### config.mk
export PLATFORM = sky130hd
export DESIGN_NAME = ecc_ctl_regs
export DESIGN_NICKNAME = d
export VERILOG_FILES = /design/src/rtl/ecc_regs_pkg.sv /design/src/rtl/ecc_bus_decode.sv /design/src/rtl/ecc_ctl_reg.sv /design/src/rtl/ecc_irq_ctl.sv /design/src/rtl/ecc_diag_win.sv /design/src/rtl/ecc_ctl_regs.sv
export SDC_FILE = /design/constraint.sdc
export NUM_CORES = 1
export LEC_CHECK = 0
export BUFFER_PORTS_ARGS = -buffer_cell sky130_fd_sc_hd__buf_2
export CORE_MARGIN = 3
export CORE_UTILIZATION = 50
export DETAILED_ROUTE_END_ITERATION = 6
export MAX_ROUTING_LAYER = met4
export PLACE_DENSITY = 0.71
export SLEW_MARGIN = 20
export SYNTH_ARGS = -nofsm -noshare
export SYNTH_HDL_FRONTEND = slang
export SYNTH_SLANG_ARGS = --single-unit
### constraint.sdc
create_clock -name clk -period 3.4 [get_ports clk]
set_input_delay 0.68 -clock clk [delete_from_list [all_inputs] [get_ports clk]]
set_output_delay 0.68 -clock clk [all_outputs]
set_load 0.02 [all_outputs]
### src/rtl/ecc_regs_pkg.sv
package ecc_regs_pkg;

  localparam int unsigned DATA_W     = 32;
  localparam int unsigned NUM_REGS   = 9;
  localparam int unsigned CTL_W      = 12;
  localparam int unsigned DIAG_BYTES = 4;

  typedef enum logic [3:0] {
    REG_ENABLE   = 4'd0,
    REG_TIMING   = 4'd1,
    REG_FSTAT    = 4'd2,
    REG_VIDEO    = 4'd3,
    REG_FADDR_LO = 4'd4,
    REG_FADDR_HI = 4'd5,
    REG_DIAG     = 4'd6,
    REG_EVCNT0   = 4'd7,
    REG_EVCNT1   = 4'd8
  } reg_ix_e;

  localparam logic [DATA_W-1:0] TIMING_WMASK = 32'h7FFF_FFFF;
  localparam logic [DATA_W-1:0] TIMING_RST   = 32'h0000_0020;
  localparam logic [DATA_W-1:0] FADDR_LO_RST = 32'h07C0_0000;

  localparam int unsigned FS_CE_BIT     = 0;
  localparam int unsigned FS_UE_BIT     = 3;
  localparam int unsigned CTL_CEIRQ_BIT = 1;

  function automatic logic [CTL_W-1:0] ctl_wmask(input int impl);
    return (impl == 0) ? 12'h103 : 12'hBFF;
  endfunction

  function automatic logic [CTL_W-1:0] ctl_keep(input int impl);
    return (impl == 0) ? 12'h100 : 12'hBFC;
  endfunction

endpackage

### src/rtl/ecc_bus_decode.sv
module ecc_bus_decode
  import ecc_regs_pkg::*;
#(
  parameter int unsigned ADDR_W = 6
) (
  input  logic              bus_sel,
  input  logic              bus_we,
  input  logic              bus_word,
  input  logic [ADDR_W-1:0] bus_addr,
  output logic              rd_hit,
  output logic [ADDR_W-3:0] rd_ix,
  output logic              wr_ctl,
  output logic              wr_tim,
  output logic              wr_fst,
  output logic              wr_vid,
  output logic              wr_dia,
  output logic              wr_ev0,
  output logic              wr_ev1
);
  localparam int unsigned IXW = ADDR_W - 2;

  logic [IXW-1:0] ix;
  logic           acc_ok;
  logic           wr_ok;

  assign ix     = bus_addr[ADDR_W-1:2];
  assign acc_ok = bus_sel && bus_word && (bus_addr[1:0] == 2'b00) &&
                  (ix < IXW'(NUM_REGS));
  assign wr_ok  = acc_ok && bus_we;

  assign rd_hit = acc_ok;
  assign rd_ix  = ix;

  assign wr_ctl = wr_ok && (ix == IXW'(REG_ENABLE));
  assign wr_tim = wr_ok && (ix == IXW'(REG_TIMING));
  assign wr_fst = wr_ok && (ix == IXW'(REG_FSTAT));
  assign wr_vid = wr_ok && (ix == IXW'(REG_VIDEO));
  assign wr_dia = wr_ok && (ix == IXW'(REG_DIAG));
  assign wr_ev0 = wr_ok && (ix == IXW'(REG_EVCNT0));
  assign wr_ev1 = wr_ok && (ix == IXW'(REG_EVCNT1));
endmodule

### src/rtl/ecc_ctl_reg.sv
module ecc_ctl_reg
  import ecc_regs_pkg::*;
#(
  parameter int IMPL = 0
) (
  input  logic             clk,
  input  logic             rst_n,
  input  logic             wr_en,
  input  logic [CTL_W-1:0] wdata,
  output logic [CTL_W-1:0] ctl_q
);
  localparam logic [CTL_W-1:0] WMASK = ctl_wmask(IMPL);
  localparam logic [CTL_W-1:0] KEEP  = ctl_keep(IMPL);

  for (genvar b = 0; b < CTL_W; b++) begin : g_bit
    if (!WMASK[b]) begin : g_const
      assign ctl_q[b] = 1'b0;
    end else if (KEEP[b]) begin : g_keep
      logic keep_d;
      logic keep_q;
      always_comb begin
        keep_d = keep_q;
        if (wr_en && rst_n) keep_d = wdata[b];
      end
      always_ff @(posedge clk) keep_q <= keep_d;
      assign ctl_q[b] = keep_q;
    end else begin : g_clr
      logic clr_d;
      logic clr_q;
      always_comb begin
        clr_d = clr_q;
        if (wr_en) clr_d = wdata[b];
      end
      always_ff @(posedge clk or negedge rst_n)
        if (!rst_n) clr_q <= 1'b0;
        else        clr_q <= clr_d;
      assign ctl_q[b] = clr_q;
    end
  end

  assert_ctl_mask_R1: assert property (@(posedge clk) disable iff (!rst_n)
    wr_en |=> ctl_q == ($past(wdata) & WMASK));
endmodule

### src/rtl/ecc_irq_ctl.sv
module ecc_irq_ctl (
  input  logic clk,
  input  logic rst_n,
  input  logic flt_load,
  input  logic flt_ce,
  input  logic flt_ue,
  input  logic ce_irq_en,
  input  logic fst_wr,
  output logic irq
);
  logic raise;
  logic irq_d;
  logic irq_q;

  assign raise = flt_load && (flt_ue || (flt_ce && ce_irq_en));

  always_comb begin
    irq_d = irq_q;
    if (raise)       irq_d = 1'b1;
    else if (fst_wr) irq_d = 1'b0;
  end

  always_ff @(posedge clk or negedge rst_n)
    if (!rst_n) irq_q <= 1'b0;
    else        irq_q <= irq_d;

  assign irq = irq_q;

  assert_irq_clear_R5: assert property (@(posedge clk) disable iff (!rst_n)
    (fst_wr && !flt_load) |=> !irq);
  assert_ue_raise_R7: assert property (@(posedge clk) disable iff (!rst_n)
    (flt_load && flt_ue) |=> irq);
  assert_ce_masked_R7: assert property (@(posedge clk) disable iff (!rst_n)
    (flt_load && !flt_ue && !ce_irq_en && !irq && !fst_wr) |=> !irq);
endmodule

### src/rtl/ecc_diag_win.sv
module ecc_diag_win
  import ecc_regs_pkg::*;
#(
  parameter int          IMPL   = 0,
  parameter int unsigned ADDR_W = 6
) (
  input  logic              clk,
  input  logic              rst_n,
  input  logic              diag_sel,
  input  logic              bus_we,
  input  logic              bus_word,
  input  logic [ADDR_W-1:0] bus_addr,
  input  logic [7:0]        wdata,
  output logic [DATA_W-1:0] rdata
);
  localparam int unsigned SELW = $clog2(DIAG_BYTES);

  if (IMPL == 0) begin : g_win
    logic [7:0]      mem_q [DIAG_BYTES];
    logic [7:0]      mem_d [DIAG_BYTES];
    logic [SELW-1:0] sel;
    logic            byte_acc;
    logic            wr;

    assign sel      = bus_addr[SELW-1:0];
    assign byte_acc = diag_sel && !bus_word;
    assign wr       = byte_acc && bus_we;

    always_comb begin
      mem_d = mem_q;
      if (wr) mem_d[sel] = wdata;
    end

    always_ff @(posedge clk or negedge rst_n)
      if (!rst_n) begin
        for (int i = 0; i < DIAG_BYTES; i++) mem_q[i] <= 8'h00;
      end else begin
        mem_q <= mem_d;
      end

    assign rdata = byte_acc ? {{(DATA_W-8){1'b0}}, mem_q[sel]} : '0;

    logic unused_hi_addr;
    assign unused_hi_addr = ^bus_addr[ADDR_W-1:SELW];

    assert_diag_store_R11: assert property (@(posedge clk) disable iff (!rst_n)
      wr |=> mem_q[$past(sel)] == $past(wdata));
  end else begin : g_none
    assign rdata = '0;
    logic unused_diag;
    assign unused_diag = ^{clk, rst_n, diag_sel, bus_we, bus_word, bus_addr, wdata};
  end
endmodule

### src/rtl/ecc_ctl_regs.sv
module ecc_ctl_regs
  import ecc_regs_pkg::*;
#(
  parameter int          IMPL   = 0,
  parameter int unsigned ADDR_W = 6
) (
  input  logic              clk,
  input  logic              rst_n,
  input  logic              bus_sel,
  input  logic              diag_sel,
  input  logic              bus_we,
  input  logic              bus_word,
  input  logic [ADDR_W-1:0] bus_addr,
  input  logic [31:0]       bus_wdata,
  output logic [31:0]       bus_rdata,
  input  logic              flt_load,
  input  logic [31:0]       flt_status,
  input  logic [31:0]       flt_addr_lo,
  input  logic [31:0]       flt_addr_hi,
  output logic              irq
);
  localparam int unsigned IXW = ADDR_W - 2;

  logic           rd_hit;
  logic [IXW-1:0] rd_ix;
  logic wr_ctl, wr_tim, wr_fst, wr_vid, wr_dia, wr_ev0, wr_ev1;

  ecc_bus_decode #(.ADDR_W(ADDR_W)) u_dec (
    .bus_sel (bus_sel),
    .bus_we  (bus_we),
    .bus_word(bus_word),
    .bus_addr(bus_addr),
    .rd_hit  (rd_hit),
    .rd_ix   (rd_ix),
    .wr_ctl  (wr_ctl),
    .wr_tim  (wr_tim),
    .wr_fst  (wr_fst),
    .wr_vid  (wr_vid),
    .wr_dia  (wr_dia),
    .wr_ev0  (wr_ev0),
    .wr_ev1  (wr_ev1)
  );

  logic [CTL_W-1:0] ctl_q;

  ecc_ctl_reg #(.IMPL(IMPL)) u_ctl (
    .clk  (clk),
    .rst_n(rst_n),
    .wr_en(wr_ctl),
    .wdata(bus_wdata[CTL_W-1:0]),
    .ctl_q(ctl_q)
  );

  ecc_irq_ctl u_irq (
    .clk      (clk),
    .rst_n    (rst_n),
    .flt_load (flt_load),
    .flt_ce   (flt_status[FS_CE_BIT]),
    .flt_ue   (flt_status[FS_UE_BIT]),
    .ce_irq_en(ctl_q[CTL_CEIRQ_BIT]),
    .fst_wr   (wr_fst),
    .irq      (irq)
  );

  logic [DATA_W-1:0] diag_rdata;

  ecc_diag_win #(.IMPL(IMPL), .ADDR_W(ADDR_W)) u_diag (
    .clk     (clk),
    .rst_n   (rst_n),
    .diag_sel(diag_sel),
    .bus_we  (bus_we),
    .bus_word(bus_word),
    .bus_addr(bus_addr),
    .wdata   (bus_wdata[7:0]),
    .rdata   (diag_rdata)
  );

  // Plain word registers: next-state logic
  logic [DATA_W-1:0] tim_d, fst_d, vid_d, flo_d, fhi_d, dia_d, ev0_d, ev1_d;
  logic [DATA_W-1:0] tim_q, fst_q, vid_q, flo_q, fhi_q, dia_q, ev0_q, ev1_q;

  always_comb begin
    tim_d = tim_q;
    fst_d = fst_q;
    vid_d = vid_q;
    flo_d = flo_q;
    fhi_d = fhi_q;
    dia_d = dia_q;
    ev0_d = ev0_q;
    ev1_d = ev1_q;
    if (wr_tim) tim_d = bus_wdata & TIMING_WMASK;
    if (wr_vid) vid_d = bus_wdata;
    if (wr_dia) dia_d = bus_wdata;
    if (wr_ev0) ev0_d = bus_wdata;
    if (wr_ev1) ev1_d = bus_wdata;
    if (flt_load) begin
      fst_d = flt_status;
      flo_d = flt_addr_lo;
      fhi_d = flt_addr_hi;
    end else if (wr_fst) begin
      fst_d = bus_wdata;
    end
  end

  always_ff @(posedge clk or negedge rst_n)
    if (!rst_n) begin
      tim_q <= TIMING_RST;
      fst_q <= '0;
      vid_q <= '0;
      flo_q <= FADDR_LO_RST;
      fhi_q <= '0;
      dia_q <= '0;
      ev0_q <= '0;
      ev1_q <= '0;
    end else begin
      tim_q <= tim_d;
      fst_q <= fst_d;
      vid_q <= vid_d;
      flo_q <= flo_d;
      fhi_q <= fhi_d;
      dia_q <= dia_d;
      ev0_q <= ev0_d;
      ev1_q <= ev1_d;
    end

  // Read path
  logic [DATA_W-1:0] main_rdata;
  logic [3:0]        impl_code;

  assign impl_code = 4'(IMPL);

  always_comb begin
    main_rdata = '0;
    if (rd_hit) begin
      case (rd_ix)
        IXW'(REG_ENABLE):   main_rdata = {impl_code, 4'h0, 12'h000, ctl_q};
        IXW'(REG_TIMING):   main_rdata = tim_q;
        IXW'(REG_FSTAT):    main_rdata = fst_q;
        IXW'(REG_VIDEO):    main_rdata = vid_q;
        IXW'(REG_FADDR_LO): main_rdata = flo_q;
        IXW'(REG_FADDR_HI): main_rdata = fhi_q;
        IXW'(REG_DIAG):     main_rdata = dia_q;
        IXW'(REG_EVCNT0):   main_rdata = ev0_q;
        IXW'(REG_EVCNT1):   main_rdata = ev1_q;
        default:            main_rdata = '0;
      endcase
    end
  end

  assign bus_rdata = bus_sel ? main_rdata : diag_rdata;

  assert_tim_mask_R3: assert property (@(posedge clk) disable iff (!rst_n)
    wr_tim |=> (tim_q == {1'b0, $past(bus_wdata[30:0])}));
  assert_fault_load_R6: assert property (@(posedge clk) disable iff (!rst_n)
    flt_load |=> (fst_q == $past(flt_status)) && (flo_q == $past(flt_addr_lo)) &&
                 (fhi_q == $past(flt_addr_hi)));
  assert_faddr_hold_R8: assert property (@(posedge clk) disable iff (!rst_n)
    !flt_load |=> $stable(flo_q) && $stable(fhi_q));
  assert_ev_indep_R10: assert property (@(posedge clk) disable iff (!rst_n)
    (bus_sel && bus_we && bus_word && bus_addr == ADDR_W'(4 * REG_EVCNT1)) |=> $stable(ev0_q));
endmodule

==> Yosys cells after proc, flatten, opt, wreduce, memory -nomap -nowiden <==
Cells that the tools add are included.
{ "classes": {"n_addsub": 0, "multipliers": 0, "div": 0, "order_cmp": 3, "eq_ne": 8, "shift": 0, "muxes": 14, "n_bitwise": 1, "reduce_logical": 23} }
{ "op_table": {"columns": ["cell", "n"], "rows": [
  ["$pmux W32 S9", 1],
  ["$mux W32", 4],
  ["$bwmux W32", 1],
  ["$mux W8", 4],
  ["$logic_and A1 B1 Y1", 17],
  ["$bmux W8 S2", 1],
  ["$demux W8 S2", 1],
  ["$eq A4 B3 Y1 const B", 4],
  ["$eq A4 B2 Y1 const B", 2],
  ["$eq A4 B1 Y1 const B", 1],
  ["$eq A4 B4 Y1 const B", 1],
  ["$logic_not A4 Y1", 1],
  ["$lt A4 B4 Y1 const B", 1],
  ["$reduce_bool A2 Y1", 2],
  ["$ge A3 B3 Y1 const B", 1],
  ["$lt A3 B1 Y1 const B", 1],
  ["$not A2 Y3", 1],
  ["$logic_not A2 Y1", 1],
  ["$mux W1", 2],
  ["$logic_not A1 Y1", 1],
  ["$logic_or A1 B1 Y1", 1]
]} }
{ "totals": {"reg_bits": 291, "latchBits": 0, "ram_bits": 0, "mem_bits_ro": 0, "inputBits": 141, "mem_count": 0} }

==> Longest topological paths before layout <==
{ "depth": {"depth_word": 7, "mapped_depth": 7, "mapped_depth_nobuf": 4} }

==> Cells and area by module <==
Synthesis repeated with hierarchy kept, for this count alone.
{ "unflattened": {"hier_cells": 1106, "area_unflattened_um2": 14256.2} }
{ "modules_own_cells": {"columns": ["module", "instances", "cells_per_inst", "area_each_um2", "seq_area_each_um2"], "rows": [
  ["ecc_ctl_regs", 1, 947, 12152.9, 6388.6],
  ["ecc_diag_win", 1, 115, 1714.1, 800.8],
  ["ecc_ctl_reg", 1, 19, 203.9, 80.1],
  ["ecc_bus_decode", 1, 20, 141.4, 0.0],
  ["ecc_irq_ctl", 1, 5, 43.8, 25.0]
]} }

==> Worst setup path before layout <==
No wires, ideal clock.
{ "synth_timing": {"kind": "input-to-output", "from": "input port bus_addr[3]", "to": "output port bus_rdata[0]", "arrival_ps": 2333, "t_required_ps": 2720, "slack_ps": 387, "stages": 6, "path_buffers": 2, "cell_sequence": "buf_4 -> buf_2 -> or4b_2 -> a21oi_1 -> nor4_1 -> o21ai_0"} }
{ "synth_between": {"elab_chain_len": 4, "elab_cells_between_ends": 14, "cone_classes": "order compare: 1; eq/ne: 8; mux: 3; reduce/logical: 2"} }
{ "synth_rtl": {"columns": ["element", "line_no", "rtl"], "rows": [
  ["start: declaration", "ecc_ctl_regs.sv:13", "input logic [ADDR_W-1:0] bus_addr,"],
  ["$eq A4 B4 Y1 (tied with other cells)", "ecc_ctl_regs.sv:135", "case (rd_ix)"],
  ["$pmux W32 S9 / $logic_and A1 B1 Y1 (equally long branches)", "ecc_ctl_regs.sv:135, ecc_bus_decode.sv:27", null],
  ["$mux W32 *", "ecc_ctl_regs.sv:134", "if (rd_hit) begin"],
  ["$mux W32 *", "ecc_ctl_regs.sv:150", "assign bus_rdata = bus_sel ? main_rdata : diag_rdata;"],
  ["end: declaration", "ecc_ctl_regs.sv:15", "output logic [31:0] bus_rdata,"]
]} }
Every way passes the cells marked *; elsewhere a longest branch is shown, timed or not.

==> Worst setup path in the final report <==
{ "layout_timing": {"from": "input port bus_addr[2]", "to": "output port bus_rdata[1]"} }
Same word-level chain as after synthesis.

==> flow_metrics.tcl <==
set metrics [dict create \
    grt_max_degree 129 \
    post_cts_buffers 0 \
    die_h_um 170 \
    peakVddDrop_uv 335 \
    cts_max_path_buffers 3 \
    status "finished, violations left" \
    remaining_drc_errors 1 \
    syn_nets 1102 \
    fin_hold_ws_ns 0.0235 \
    placedCellCount 1433 \
    critPathRequiredTime_ns 2.72 \
    relSlewSlack 0.455 \
    avgViaCountPerCell 6.13 \
    wire_per_inst_um 23.2 \
    worst_setup_path_start_kind "input port" \
    async_flop_share 0.997 \
    start_util 0.512 \
    holdBufCountCts 0 \
    row_count 59 \
    ant_nets 0 \
    synthAdderAreaFrac 0 \
    worstMarginPinSlew_ns 0.813 \
    avgSynthCellArea_um2 14.0 \
    synthesis.area_um2 13500 \
    clkLatencyLatePin_ns 0.55 \
    grt_pass1_vias 9420 \
    synthCells 961 \
    skew_ns 0.00176 \
    synth.most_common_cell "dfrtp_1" \
    area.growth.synth_to_final_pct 19.4 \
    critPathKind "input port to primary output" \
    layout-drive-gt1-share 0.492 \
    hold_class "input port to async pin" \
    detail_route.iter0.violations 851 \
    synth-seq-cells 291 \
    routed_wirelength_um 34600 \
    ys_seq_area_frac 0.542 \
    grt.total_usage 0.247 \
    synth_area_leaders "dfrtp_1 53%, mux2_2 19%, mux2_4 3.3%, a22o_1 3.3%, a221oi_1 2.3%" \
    intPower_mw 6.37 \
    violations "DRC" \
    switching_share 0.234 \
    clock-sinks 291 \
    cts_tree "built" \
    overflow 0 \
    worstPathArrival_ns 2.51 \
    fmax_ghz 0.313 \
    yosys_warnings 0 \
    fp.coreArea_um2 26300 \
    place.gp.congestion 0.820 \
    cts_root_buf "clkbuf_16" \
    post-route-period-util 0.939 \
    synth_flop_cell "dfrtp_1" \
    power_density_nw_per_um2 518 \
    final.min_clock_period_ns 3.19 \
    drv_cap 0 \
    synth_top_family_by_area "multiplexers" \
    synth_cell_type_count 60 \
    yosysTopAreaCellShare 0.528 \
    route.vias.total 9146 \
    numPortBuffers 173 \
    grt_use_met1 0.352 \
    hpwlAfterDp_um 22900 \
    grt_pass1_wl_um 54500 \
    ys_top_cells_by_count "284 x dfrtp_1, 222 x mux2_2, 51 x a22o_1, 43 x buf_2" \
    pwr-share-comb 0.094 \
    clockPowerShare 0.439 \
    grt.busiest_layer "met2" \
    die_x_um 170 \
    synth-compound-area-share 0.113 \
    cts_resized 0 \
    rsz0062_at_grt "false" \
    clk_pin_slew_ns 0.06 \
    leakage_nw 7.68 \
    hold_viol 0 \
    fin_util 0.611 \
    antenna_found_initial 2 \
    ios 174 \
    setup_violations 0 \
    drt_pre_antenna_iters 7 \
    cts-htree-levels 1 \
    worstPathMaxFanout 23 \
    use_met3 0.0451 \
    numCtsBuffers 31 \
    drv_slew 0 \
    muxShareOfSynthArea 0.265 \
    switching_power_mw 1.95 \
    n_fill_cell 2055 \
    synth_xor_area_frac 0 \
    rr_worst_depth 2 \
    grt_use_met2 0.369 \
    fin_cells 1493 \
    synth_edf_count 1 \
    tns_ns 0 \
    synth.largest_area_cell "dfrtp_1" \
    nNetsFinal 1272 \
    critPathCaptureType "primary output" \
    dieArea_um2 28900 \
    yosys.area_share.simple 0.0494 \
    p_seq_frac 0.466 \
]
## routing by layer
layer  wire length (um)  vias to the layer above
li1                   -                     4006
met1              15400                     4723
met5                  0                        -
met3               2440                       67
met4                869                        0
met2              15900                      350
## cell families after synthesis
family          after synthesis
flops                       291
compound gates              195
mux                         297
simple gates                 94
buf+inv                      84
## state kept, by name (all words and copies together), names as in the netlist
register                   cells
u_diag.g_win.mem_q            32
fst_q                         32
ev0_q                         32
u_irq.irq                      1
tim_q                         31
dia_q                         32
vid_q                         32
fhi_q                         32
flo_q                         32
u_ctl.g_bit.g_keep.keep_q      1
ev1_q                         32
u_ctl.g_bit.g_clr.clr_q        2
## final timing paths
kind	start	endpoint	slack, ns
hold / removal	rst_n	dia_q[24]	0.02
setup / recovery	bus_addr[2]	bus_rdata[1]	0.21
max in group asynchronous	rst_n	u_diag.g_win.mem_q[4]	2.39
hold reg to reg	fst_q[26]	fst_q[26]	0.49
setup reg to reg	u_ctl.g_bit[1].g_clr.clr_q	u_irq.irq	2.54
min in group clk	flt_addr_hi[11]	fhi_q[11]	0.36
## critical path, cell delays in order
cell	delay [ns]
buf_2	0.25
buf_12	0.23
or3b_2	0.51
o22ai_1	0.15
a2111oi_0	0.08
buf_4	0.15
o21ai_0	0.23
buf_2	0.22
## placed cells by master, fill, tap and decap left out, types with 3 or more instances in the layout
cell,n
a211oi_1,4
a21o_1,17
a21oi_1,14
a221oi_1,35
a222oi_1,9
a22o_1,51
a22oi_1,13
a31oi_1,14
a32o_1,3
and4bb_2,3
buf_12,15
buf_2,171
buf_4,33
bufinv_16,5
clkbuf_16,31
clkbuf_8,8
clkinv_2,6
dfrtp_1,284
dfstp_2,6
inv_6,3
mux2_1,10
mux2_2,222
mux2_4,30
mux2i_1,23
mux4_2,12
nand2_1,35
nand3_4,4
nand3b_1,12
nand4_1,3
nor2_1,5
nor2b_1,7
nor4_1,3
nor4b_4,4
o21ai_0,23
## power groups by stage
stage               registers, mW  clock network, mW  logic [mW]
CTS                          3.88               3.73       0.793
floorplan                    3.88                  0       0.485
finish                       3.88               3.66       0.785
global placement             3.93                  0       0.768
global route                 3.91               3.87       0.859
detailed placement           3.94                  0       0.787
## area by class of cell
cell class / count / area (um2) / share of cell area
Antenna cell: 2 / 5.00 / 0.000312
Clock buffer: 39 / 886 / 0.0551
Clock inverter: 19 / 250 / 0.0156
Inverter: 1 / 3.75 / 0.000234
Multi-Input combinational cell: 586 / 5790 / 0.360
Sequential cell: 291 / 7290 / 0.454
Tap cell: 335 / 419 / 0.0261
Timing Repair Buffer: 220 / 1420 / 0.0883
## through the flow
step                      power (mW)  cell area [um2]  worst slack (ns)
after floorplan                 4.36            13500             0.387
after global placement          4.70            14900             0.251
after detailed placement        4.72            14900             0.231
after CTS                       8.40            16100             0.212
after global routing            8.64            16100             0.139
final                           8.32            16100             0.206
Note: power is estimated with default switching activity, not from simulation.
